File: src/rtl/bov_pkg.sv
package bov_pkg;
  typedef struct packed {
    logic rom;
    logic ram;
  } low_sel_t;

  localparam int unsigned VEC_BYTES = 8;
endpackage

File: src/rtl/bov_strobe_sync.sv
module bov_strobe_sync #(
  parameter int unsigned SYNC_STAGES = 2
) (
  input  logic clk,
  input  logic rst_n,
  input  logic as_n,
  output logic bus_start,
  output logic bus_on
);
  localparam int unsigned TOP = SYNC_STAGES - 1;

  logic [SYNC_STAGES-1:0] sync_q, sync_d;
  logic                   act_q, act_d;

  always_comb begin
    sync_d = {sync_q[SYNC_STAGES-2:0], ~as_n};
    act_d  = sync_q[TOP];
  end

  always_ff @(posedge clk or negedge rst_n) begin
    if (!rst_n) begin
      sync_q <= '0;
      act_q  <= 1'b0;
    end else begin
      sync_q <= sync_d;
      act_q  <= act_d;
    end
  end

  assign bus_start = sync_q[TOP] & ~act_q;
  assign bus_on    = sync_q[TOP] &  act_q;
endmodule

File: src/rtl/bov_cycle_chain.sv
module bov_cycle_chain #(
  parameter int unsigned BOOT_CYCLES = 4
) (
  input  logic clk,
  input  logic rst_n,
  input  logic bus_start,
  output logic count_done
);
  localparam int unsigned CHAIN_W = BOOT_CYCLES + 1;

  logic [CHAIN_W-1:0] chain_q, chain_d;

  always_comb begin
    chain_d = chain_q;
    if (bus_start) chain_d = {chain_q[CHAIN_W-2:0], 1'b1};
  end

  always_ff @(posedge clk or negedge rst_n) begin
    if (!rst_n) chain_q <= '0;
    else        chain_q <= chain_d;
  end

  assign count_done = chain_q[CHAIN_W-1];
endmodule

File: src/rtl/bov_hold_bit.sv
module bov_hold_bit #(
  parameter bit SW_CTRL_EN = 1'b1
) (
  input  logic clk,
  input  logic rst_n,
  input  logic ctl_wr,
  input  logic ctl_wdata,
  output logic hold
);
  if (SW_CTRL_EN) begin : g_hold
    logic hold_q, hold_d;
    always_comb begin
      hold_d = hold_q;
      if (ctl_wr) hold_d = ctl_wdata;
    end
    always_ff @(posedge clk or negedge rst_n) begin
      if (!rst_n) hold_q <= 1'b1;
      else        hold_q <= hold_d;
    end
    assign hold = hold_q;
  end else begin : g_nohold
    logic unused_ctl;
    assign unused_ctl = ^{clk, rst_n, ctl_wr, ctl_wdata};
    assign hold = 1'b0;
  end
endmodule

File: src/rtl/bov_low_decode.sv
module bov_low_decode
  import bov_pkg::*;
#(
  parameter int unsigned ADDR_W      = 24,
  parameter int unsigned LOW_AW      = 16,
  parameter bit          MIRROR_MODE = 1'b0
) (
  input  logic [ADDR_W-1:0] addr,
  input  logic              rw,
  input  logic              bus_on,
  input  logic              overlay_on,
  output low_sel_t          sel
);
  localparam int unsigned MIR_AW = $clog2(VEC_BYTES);

  logic low_hit;
  assign low_hit = bus_on && (addr[ADDR_W-1:LOW_AW] == '0);

  if (MIRROR_MODE) begin : g_mirror
    logic in_vec;
    logic unused_ov;
    assign unused_ov = overlay_on;
    assign in_vec = (addr[LOW_AW-1:MIR_AW] == '0);
    always_comb begin
      sel.rom = low_hit &&  in_vec && rw;
      sel.ram = low_hit && !in_vec;
    end
  end else begin : g_overlay
    always_comb begin
      sel.rom = low_hit &&  overlay_on;
      sel.ram = low_hit && !overlay_on;
    end
  end
endmodule

File: src/rtl/boot_overlay_ctrl.sv
module boot_overlay_ctrl
  import bov_pkg::*;
#(
  parameter int unsigned ADDR_W      = 24,
  parameter int unsigned LOW_AW      = 16,
  parameter int unsigned BOOT_CYCLES = 4,
  parameter int unsigned SYNC_STAGES = 2,
  parameter bit          SW_CTRL_EN  = 1'b1,
  parameter bit          MIRROR_MODE = 1'b0
) (
  input  logic              clk,
  input  logic              rst_n,
  input  logic              as_n,
  input  logic [ADDR_W-1:0] addr,
  input  logic              rw,
  input  logic              ctl_wr,
  input  logic              ctl_wdata,
  output logic              rom_low_sel,
  output logic              ram_low_sel
);
  logic     bus_start, bus_on, count_done, hold, overlay_on;
  low_sel_t sel;

  bov_strobe_sync #(.SYNC_STAGES(SYNC_STAGES)) u_sync (
    .clk(clk), .rst_n(rst_n), .as_n(as_n),
    .bus_start(bus_start), .bus_on(bus_on)
  );

  bov_cycle_chain #(.BOOT_CYCLES(BOOT_CYCLES)) u_chain (
    .clk(clk), .rst_n(rst_n), .bus_start(bus_start), .count_done(count_done)
  );

  bov_hold_bit #(.SW_CTRL_EN(SW_CTRL_EN)) u_hold (
    .clk(clk), .rst_n(rst_n), .ctl_wr(ctl_wr), .ctl_wdata(ctl_wdata), .hold(hold)
  );

  assign overlay_on = ~count_done | hold;

  bov_low_decode #(.ADDR_W(ADDR_W), .LOW_AW(LOW_AW), .MIRROR_MODE(MIRROR_MODE)) u_dec (
    .addr(addr), .rw(rw), .bus_on(bus_on), .overlay_on(overlay_on), .sel(sel)
  );

  assign rom_low_sel = sel.rom;
  assign ram_low_sel = sel.ram;
endmodule

File: config.mk
export PLATFORM = sky130hd
export DESIGN_NAME = boot_overlay_ctrl
export DESIGN_NICKNAME = d
export VERILOG_FILES = /design/src/rtl/bov_pkg.sv /design/src/rtl/bov_strobe_sync.sv /design/src/rtl/bov_cycle_chain.sv /design/src/rtl/bov_hold_bit.sv /design/src/rtl/bov_low_decode.sv /design/src/rtl/boot_overlay_ctrl.sv
export SDC_FILE = /design/constraint.sdc
export NUM_CORES = 1
export LEC_CHECK = 0
export ABC_AREA = 0
export BUFFER_PORTS_ARGS = -buffer_cell sky130_fd_sc_hd__clkbuf_2
export CORE_AREA = 2 2 39 41
export CTS_BUF_LIST = sky130_fd_sc_hd__clkbuf_16
export CTS_CLUSTER_SIZE = 30
export DETAILED_ROUTE_END_ITERATION = 16
export DIE_AREA = 0 0 41 43
export PLACE_DENSITY_LB_ADDON = 0.12
export REMOVE_ABC_BUFFERS = 1
export SLEW_MARGIN = 10
export SYNTH_ARGS = -nofsm -noshare
export SYNTH_HDL_FRONTEND = slang
export SYNTH_SLANG_ARGS = --single-unit
export TNS_END_PERCENT = 5
File: constraint.sdc
create_clock -name clk -period 1.4 [get_ports clk]
set_input_delay 0.28 -clock clk [delete_from_list [all_inputs] [get_ports clk]]
set_output_delay 0.28 -clock clk [all_outputs]
set_load 0.005 [all_outputs]
==> flow_summary.toml, run 1 <==
[run_status]
status = "finished, violations left"
violations = "negative setup slack"

[synth]
ys_top_cells_by_count = "dfrtp_1, mux2_2, or2_2"
yosysUniqueCellTypes = 11
synth_edf_count = 0
ys_seq_elements = 9
synth_seq_area_share_pct = 62.6
synthCells = 23
synth.most_common_cell = "dfrtp_1"
syn_area_sq_um = 362
synth_area_leaders = "dfrtp_1, mux2_2, dfstp_2, nor4b_2, nor4_2"
yosys.area.top_type = "dfrtp_1"
synthArstFlopShare_pct = 100
yosysTopAreaCellShare_pct = 55.4
avgSynthCellArea_sq_um = 15.7
ys.flop_type = "dfrtp_1"
yosys_warnings = 0

[floorplan]
initial_core_util_pct = 26.1
fp.dieH_um = 43
io_pins = 32
rows = 14
die_x_um = 41
core_area_sq_um = 1380
die-area_sq_um = 1760

[global_route]
grtUsageMet2_pct = 14.7
gr-usage-met3_pct = 3.14
first_global_vias = 254
grt_pass1_wl_um = 938
grt.met1_usage_pct = 6.10
track_usage_pct = 9.08
grt_max_degree = 10
top_usage_layer = "met2"
globalRouteOverflowTotal = 0
antenna_found_initial = 0

[pwr]
p_total_w = 0.000816
p_leak_nw = 0.248
cellPowerDensity_nw_per_um2 = 1420
vdd_ir_drop_max_v = 0.000777

[timing]
setup_slack_ns = -0.234
rsz0062_at_grt = "true"
fmax_ghz = 0.612
max-slew-margin-rel_pct = 73.7
worstMarginPinSlew_ns = 0.394
slew_violations = 0
hold_viol = 0
finalSetupViolations = 2
holdWs_ns = 0.184
period_needed_ns = 1.63
setup_tns_ns = -0.340
finalCritPeriodShare_pct = 117
skew_ns = 0.00261

[critical_path]
critPathBufInv = 2
cpPeakStageDelay_ns = 0.57
critPathSlowestCell = "or4_4"
crit_type = "input port to output pin"
critical-path-top-delay-family = "simple AND/OR/NAND/NOR gates"
worstSetupStartpointType = "input port"
critPathMaxFanout = 2
critPathRequiredTime_ns = 1.12
crit_chain = "clkbuf_2, or4_4, nor4b_4, buf_2"
path_depth = 4
arrival_ns = 1.35
rr_worst_depth = 2
endpoint_kind = "output pin"

[route]
drt_wl_total_um = 716
drc_errors = 0
ant_nets = 0
vias_per_cell = 4.41
first_pass_iters = 2
via_count = 256
wl_per_cell_um = 12.3
drtIter0Drc = 1

[min_path]
worstHoldPathType = "input port to flip-flop"
holdPathStages = 2

[finish]
n_antenna_cell = 0
stdcell_area_sq_um = 574
final_nets = 73
area_growth_pct = 58.8
fill_cells = 138
drive_gt1_share_pct = 69.0
regArea_sq_um = 226
multi_input_area_sq_um = 165

[clock_tree]
cts.sinks = 9
cts_tree = "built"
htreeDepth = 1
root_buffer = "clkbuf_16"
post_cts_buffers = 0
clk_path_buf_depth = 2
numCtsBuffers = 3
insertion_delay_ns = 0.23
clk_pin_slew_worst_paths_ns = 0.04

[place]
io_buffers = 14
hpwl_um = 505
routabilityCongestion = 0.647
dpl_cell_area_sq_um = 452
dp_slack_ns = -0.216

[job]
drv_cap = 0
[area by class of cell]
type	count	area share (%)
Clock inverter	1	0.654
Clock buffer	3	13.1
Timing Repair Buffer	15	13.9
Sequential cell	9	39.4
Multi-Input combinational cell	13	28.8
Inverter	1	0.654
Tap cell	16	3.49
[routing by layer]
| metal | part of all wire (%) | wire length, um |
|---|---|---|
| met1 | 30 | 216 |
| met2 | 55 | 391 |
| met3 | 11 | 77 |
| met4 | 4.1 | 29 |
| met5 | 0 | 0 |
[layout by cell type, fill, tap and decap left out]
| master | Yosys | routed |
|---|---|---|
| nor2b_1 | 1 | 1 |
| dfrtp_1 | 8 | 8 |
| dlygate4sd3_1 | 0 | 1 |
| nor4_4 | 0 | 1 |
| nand4bb_4 | 0 | 1 |
| clkbuf_2 | 0 | 12 |
| clkbuf_16 | 0 | 3 |
| buf_2 | 0 | 2 |
| nand2b_1 | 1 | 1 |
| or2_2 | 2 | 2 |
| dfstp_2 | 1 | 1 |
| or4_4 | 1 | 1 |
| mux2_2 | 5 | 5 |
| nor4b_4 | 0 | 1 |
| inv_1 | 1 | 2 |
[where the power goes]
part / switching [W] / internal, W / total (W)
combinational: 0.0000215 / 0.0000286 / 0.0000501
sequential: 0.00000516 / 0.000271 / 0.000276
clock: 0.000117 / 0.000372 / 0.000489
total: 0.000143 / 0.000672 / 0.000816
[worst paths after layout]
| path | from | endpoint | slack [ns] |
|---|---|---|---|
| setup / recovery | addr[18] | rom_low_sel | -0.23 |
| hold / removal | as_n | u_sync.sync_q[0] | 0.18 |
| setup reg to reg | u_sync.sync_q[1] | u_chain.chain_q[1] | 0.12 |
| hold reg to reg | u_sync.sync_q[0] | u_sync.sync_q[1] | 0.34 |
| max in group asynchronous | rst_n | u_hold.hold | 0.72 |
| min in group asynchronous | rst_n | u_chain.chain_q[2] | 0.43 |
[repair_timing]
item / 4_1_cts / 5_1_grt
endpoints found under the setup margin: 2 / 2
resized for setup: 1 / 4
hold buffers: 1 / 0
endpoints found under the hold margin: 8 / 0
pin swaps: 1 / 1
[flip-flops by register name (all words and copies together) (netlist names)]
name / count
u_chain.chain_q: 5
u_sync.sync_q: 2
u_sync.act_q: 1
u_hold.hold: 1
[stage by stage]
stage	util (%)	std cells
2_1_floorplan	-	23
3_3_place_gp	32.6	53
3_5_place_dp	32.6	53
4_1_cts	39.7	58
5_1_grt	41.5	58
6_report	41.5	58
[kinds of logic (layout without fill, tap and decap cells)]
family,count (synthesis),count (layout),synth area share [%]
DFF,9,9,62.6
buffers and inverters,1,20,1.04
muxes,5,5,15.6
and+or+nand+nor,8,8,20.8
No activity file was read; power rests on OpenSTA's default activity.
==> run 2, diff against run 1 <==
--- a/config.mk
+++ b/config.mk
@@ -12,7 +12,6 @@
 export CTS_CLUSTER_SIZE = 30
 export DETAILED_ROUTE_END_ITERATION = 16
 export DIE_AREA = 0 0 41 43
-export PLACE_DENSITY_LB_ADDON = 0.12
 export REMOVE_ABC_BUFFERS = 1
 export SLEW_MARGIN = 10
 export SYNTH_ARGS = -nofsm -noshare
==> run 2 against run 1 <==
  * The run still ends with negative setup slack left
  * Non-clock buffer count did not move
  * Sequential power barely moved
  * Cell count did not move
  * Clock skew fell by 0.00060 ns
  * Count of clock-buffer cells in the layout did not move
  * Core utilization fell by 1.8 points
  * Clock power barely moved
  * Die area did not move
  * Design area fell by 4.4%
  * Routed wire length fell by 14%
  * Critical path type unchanged
  * Sequential share of layout area rose by 1.8 points
==> flow_summary.toml, run 2 (same netlist as run 1, synthesis figures left out) <==
[run_status]
status = "finished, violations left"
violations = "negative setup slack"

[finish]
layout_common_cells = "clkbuf_2, dfrtp_1, mux2_2"
stdcell_count = 58
fill_cells = 141
area_growth_pct = 51.9
drive_gt1_share_pct = 66.7
top_regs = "u_chain.chain_q: 5 flops, u_sync.sync_q: 2 flops"
n_antenna_cell = 0
final_nets = 73
largest-register = "u_chain.chain_q"
largest_reg_flops = 5
final_common_cell = "clkbuf_2"

[timing]
max-slew-margin-rel_pct = 75.3
skew_ns = 0.00201
fmax_ghz = 0.621
worstMarginPinSlew_ns = 0.370
period_needed_ns = 1.61
slew_violations = 0
setup_slack_ns = -0.210
finalCritPeriodShare_pct = 115
finalSetupViolations = 2
rsz0062_at_grt = "true"
hold_viol = 0

[route]
drt_wl_total_um = 617
via_count = 241
vias_per_cell = 4.16
wl_per_cell_um = 10.6
drc_errors = 0
drtIter0Drc = 1
ant_nets = 0
first_pass_iters = 4

[pwr]
vdd_ir_drop_max_v = 0.000570
cellPowerDensity_nw_per_um2 = 1470
clock_power_share_pct = 60.4
seq_power_share_pct = 34.1
p_switching_w = 0.000137
switching_share_pct = 17.0
pwr-share-comb_pct = 5.5
p_total_w = 0.000805
p_int_w = 0.000668
p_leak_nw = 0.234

[floorplan]
rows = 14
die_x_um = 41
io_pins = 32
fp.dieH_um = 43
die-area_sq_um = 1760
core_area_sq_um = 1380
initial_core_util_pct = 26.1

[global_route]
first_global_vias = 253
grt_pass1_wl_um = 869
grt_max_degree = 10
antenna_found_initial = 0
track_usage_pct = 8.27
globalRouteOverflowTotal = 0

[clock_tree]
clk_pin_slew_worst_paths_ns = 0.04
cts.sinks = 9
insertion_delay_ns = 0.23
cts_tree = "built"
htreeDepth = 1
root_buffer = "clkbuf_16"
post_cts_buffers = 0
numCtsBuffers = 3
clk_path_buf_depth = 2

[critical_path]
cpPeakStageDelay_ns = 0.56
endpoint_kind = "output pin"
arrival_ns = 1.33
critPathSlowestCell = "or4_4"
critical_path.startpoint = "addr[17]"
crit_chain = "clkbuf_2, or4_4, nor4_4, buf_2"
cp-endpoint = "ram_low_sel"
critPathMaxFanout = 2
crit_type = "input port to output pin"
rr_startpoint = "u_sync.sync_q[1]"
critPathRequiredTime_ns = 1.12
reg2reg_to = "u_chain.chain_q[1]"
worstSetupStartpointType = "input port"
rr_worst_depth = 2
r2r_slack_ns = 0.20

[place]
dp_cells = 53
io_buffers = 14
routabilityCongestion = 0.631
dp_slack_ns = -0.193

[min_path]
worstHoldPathType = "input port to flip-flop"

[job]
drv_cap = 0
## run 2: power groups by stage
stage | sequential [W] | combinational [W] | clock [W]
after floorplan | 0.000277 | 0.0000176 | 0
after global routing | 0.000276 | 0.0000484 | 0.000516
after detailed placement | 0.000278 | 0.0000396 | 0
after global placement | 0.000278 | 0.0000394 | 0
final | 0.000275 | 0.0000442 | 0.000486
after CTS | 0.000275 | 0.0000422 | 0.000500
## run 2: routing by layer
layer | GRT usage [%] | vias to the layer above | part of all wire (%)
li1 | - | 119 | -
met1 | 7.80 | 108 | 41
met2 | 10.6 | 12 | 47
met3 | 4.71 | 2 | 9.1
met4 | 10.0 | 0 | 1.9
met5 | 0 | - | 0
## run 2: final cells by class
| cell class | instances | area [sq um] | share of cell area [%] |
|---|---|---|---|
| well taps | 16 | 20.0 | 3.64 |
| multi-input cells | 13 | 140 | 25.5 |
| inverters | 1 | 3.75 | 0.683 |
| clock buffers | 3 | 75.1 | 13.7 |
| flip-flops and latches | 9 | 226 | 41.2 |
| clock inverters | 1 | 3.75 | 0.683 |
| repair buffers | 15 | 80.1 | 14.6 |
## run 2: metrics by stage
step	area [sq um]	hold slack, ns	util [%]	TNS, ns
after floorplan	362	-0.0156	-	0
after global placement	452	0.146	32.6	-0.350
after detailed placement	452	0.146	32.6	-0.375
after CTS	541	0.182	39.1	-0.372
after global routing	549	0.189	39.7	-0.477
final	549	0.186	39.7	-0.405
## run 2: worst min path at each step
stage	end	cells past startpoint	startpoint	slack [ns]
after floorplan	u_chain.chain_q[0]	0	rst_n	-0.02
after global placement	u_chain.chain_q[1]	1	rst_n	0.15
after detailed placement	u_chain.chain_q[1]	1	rst_n	0.15
after CTS	u_sync.sync_q[0]	2	as_n	0.18
after global routing	u_sync.sync_q[0]	2	as_n	0.19
final	u_sync.sync_q[0]	2	as_n	0.19
## run 2: timing repair
item	4_1_cts	5_1_grt
setup endpoints to repair	2	2
hold buffers	1	0
endpoints found under the hold margin	8	0
resized for setup	0	3
## run 2: worst max-delay path: cells and delay by family
family	cells	cell delay [ns]
buffers and inverters	2	0.23
and+or+nand+nor	2	0.82
==> run 3, diff against run 2 <==
--- a/config.mk
+++ b/config.mk
@@ -12,6 +12,8 @@
 export CTS_CLUSTER_SIZE = 30
 export DETAILED_ROUTE_END_ITERATION = 16
 export DIE_AREA = 0 0 41 43
+export MAX_ROUTING_LAYER = met4
+export RECOVER_POWER = 100
 export REMOVE_ABC_BUFFERS = 1
 export SLEW_MARGIN = 10
 export SYNTH_ARGS = -nofsm -noshare
==> run 3 against run 2 <==
  * Largest cell class unchanged
  * Routed wire length rose by 0.16%
  * The flow still finishes with violations (negative setup slack)
  * Register-to-register slack barely moved
  * Design area fell by 0.23%
  * First-iteration DRC count did not move
  * Maximum frequency did not move
  * Sequential power barely moved
==> flow_summary.toml, run 3 (same netlist as run 1, synthesis figures left out) <==
[run_status]
status = "finished, violations left"
violations = "negative setup slack"

[clock_tree]
clk_path_buf_depth = 2
post_cts_buffers = 0
clk_pin_slew_worst_paths_ns = 0.04
numCtsBuffers = 3
cts.sinks = 9
cts_tree = "built"
htreeDepth = 1
insertion_delay_ns = 0.23
root_buffer = "clkbuf_16"

[finish]
area_growth_pct = 51.6
largest_reg_flops = 5
fill_cells = 142
drive_gt1_share_pct = 64.3
layout_common_cells = "clkbuf_2, dfrtp_1, mux2_2"
final_common_cell = "clkbuf_2"
largest-register = "u_chain.chain_q"
top_regs = "u_chain.chain_q: 5 flops, u_sync.sync_q: 2 flops"
final_nets = 73
n_antenna_cell = 0

[floorplan]
initial_core_util_pct = 26.1
core_area_sq_um = 1380
die_x_um = 41
fp.dieH_um = 43
io_pins = 32
die-area_sq_um = 1760
rows = 14

[critical_path]
critPathMaxFanout = 2
endpoint_kind = "output pin"
arrival_ns = 1.33
critPathRequiredTime_ns = 1.12
rr_worst_depth = 2
rr_startpoint = "u_sync.sync_q[1]"
reg2reg_to = "u_chain.chain_q[1]"
worstSetupStartpointType = "input port"
crit_type = "input port to output pin"
r2r_slack_ns = 0.20

[global_route]
globalRouteOverflowTotal = 0
antenna_found_initial = 0
grt_max_degree = 10
first_global_vias = 253
track_usage_pct = 8.47
grt_pass1_wl_um = 869

[timing]
hold_viol = 0
holdWs_ns = 0.186
finalSetupViolations = 2
setup_slack_ns = -0.210
period_needed_ns = 1.61
rsz0062_at_grt = "true"
finalCritPeriodShare_pct = 115
worstMarginPinSlew_ns = 0.463
fmax_ghz = 0.621
skew_ns = 0.00237
max-slew-margin-rel_pct = 69.1
slew_violations = 0

[route]
vias_per_cell = 4.14
drtIter0Drc = 1
wl_per_cell_um = 10.7
first_pass_iters = 4
via_count = 240
drc_errors = 0
ant_nets = 0
drt_wl_total_um = 618

[min_path]
min_from = "as_n"
holdPathStages = 2
whs_endpoint = "u_sync.sync_q[0]"
worstHoldPathType = "input port to flip-flop"

[place]
io_buffers = 14
dp_slack_ns = -0.193
routabilityCongestion = 0.636

[pwr]
cellPowerDensity_nw_per_um2 = 1470
pwr-share-comb_pct = 5.4
seq_power_share_pct = 34.1
switching_share_pct = 17.1
vdd_ir_drop_max_v = 0.000570
p_switching_w = 0.000138
p_leak_nw = 0.231
p_int_w = 0.000668
p_total_w = 0.000806
clock_power_share_pct = 60.5

[job]
drv_cap = 0
[run 3: cell counts in the layout (fill, tap and decap cells not counted)]
Identical to the previous run, type by type.
[run 3: critical path, cell delays in order]
cell	delay (ns)
clkbuf_2	0.08
or4_4	0.56
nor4_4	0.26
buf_2	0.15
[run 3: repair_timing]
| item | CTS | global route |
|---|---|---|
| resized for setup | 0 | 3 |
| pin swaps | 0 | 0 |
| setup endpoints to repair | 2 | 2 |
| endpoints found under the hold margin | 8 | 0 |
| hold buffers | 1 | 0 |
[run 3: power by group through the flow]
| stage | Clock, W | Combinational, W | Sequential, W |
|---|---|---|---|
| after detailed placement | 0 | 0.0000396 | 0.000278 |
| after global routing | 0.000516 | 0.0000480 | 0.000276 |
| final | 0.000487 | 0.0000438 | 0.000275 |
| after floorplan | 0 | 0.0000176 | 0.000277 |
| after global placement | 0 | 0.0000394 | 0.000278 |
| after CTS | 0.000500 | 0.0000422 | 0.000275 |
[run 3: cell type report]
type	instances	area (sq um)	share of cell area, %
clock buffers	3	75.1	13.7
clock inverters	1	3.75	0.685
inverters	1	3.75	0.685
multi-input cells	13	140	25.6
flip-flops and latches	9	226	41.3
well taps	16	20.0	3.65
repair buffers	15	78.8	14.4
[run 3: per-stage QoR]
stage	setup TNS (ns)	instances	utilization [%]	cell area, sq um
finish	-0.405	58	39.6	548
global placement	-0.350	53	32.6	452
detailed placement	-0.375	53	32.6	452
global route	-0.477	58	39.6	548
CTS	-0.372	58	39.1	541
floorplan	0	23	-	362
[run 3: worst max-delay path by stage]
stage	startpoint	endpoint	slack, ns
6_report	addr[17]	ram_low_sel	-0.21
3_3_place_gp	addr[17]	ram_low_sel	-0.18
2_1_floorplan	addr[17]	rom_low_sel	0.03
3_5_place_dp	addr[17]	ram_low_sel	-0.19
5_1_grt	addr[17]	ram_low_sel	-0.25
4_1_cts	addr[17]	ram_low_sel	-0.19
[run 3: per-layer routing]
metal / up-vias / wire length (um) / track usage [%]
met5: - / 0 / -
met4: 0 / 12 / 10.0
met3: 2 / 56 / 4.71
met2: 12 / 290 / 10.6
met1: 107 / 258 / 7.80
li1: 119 / - / -
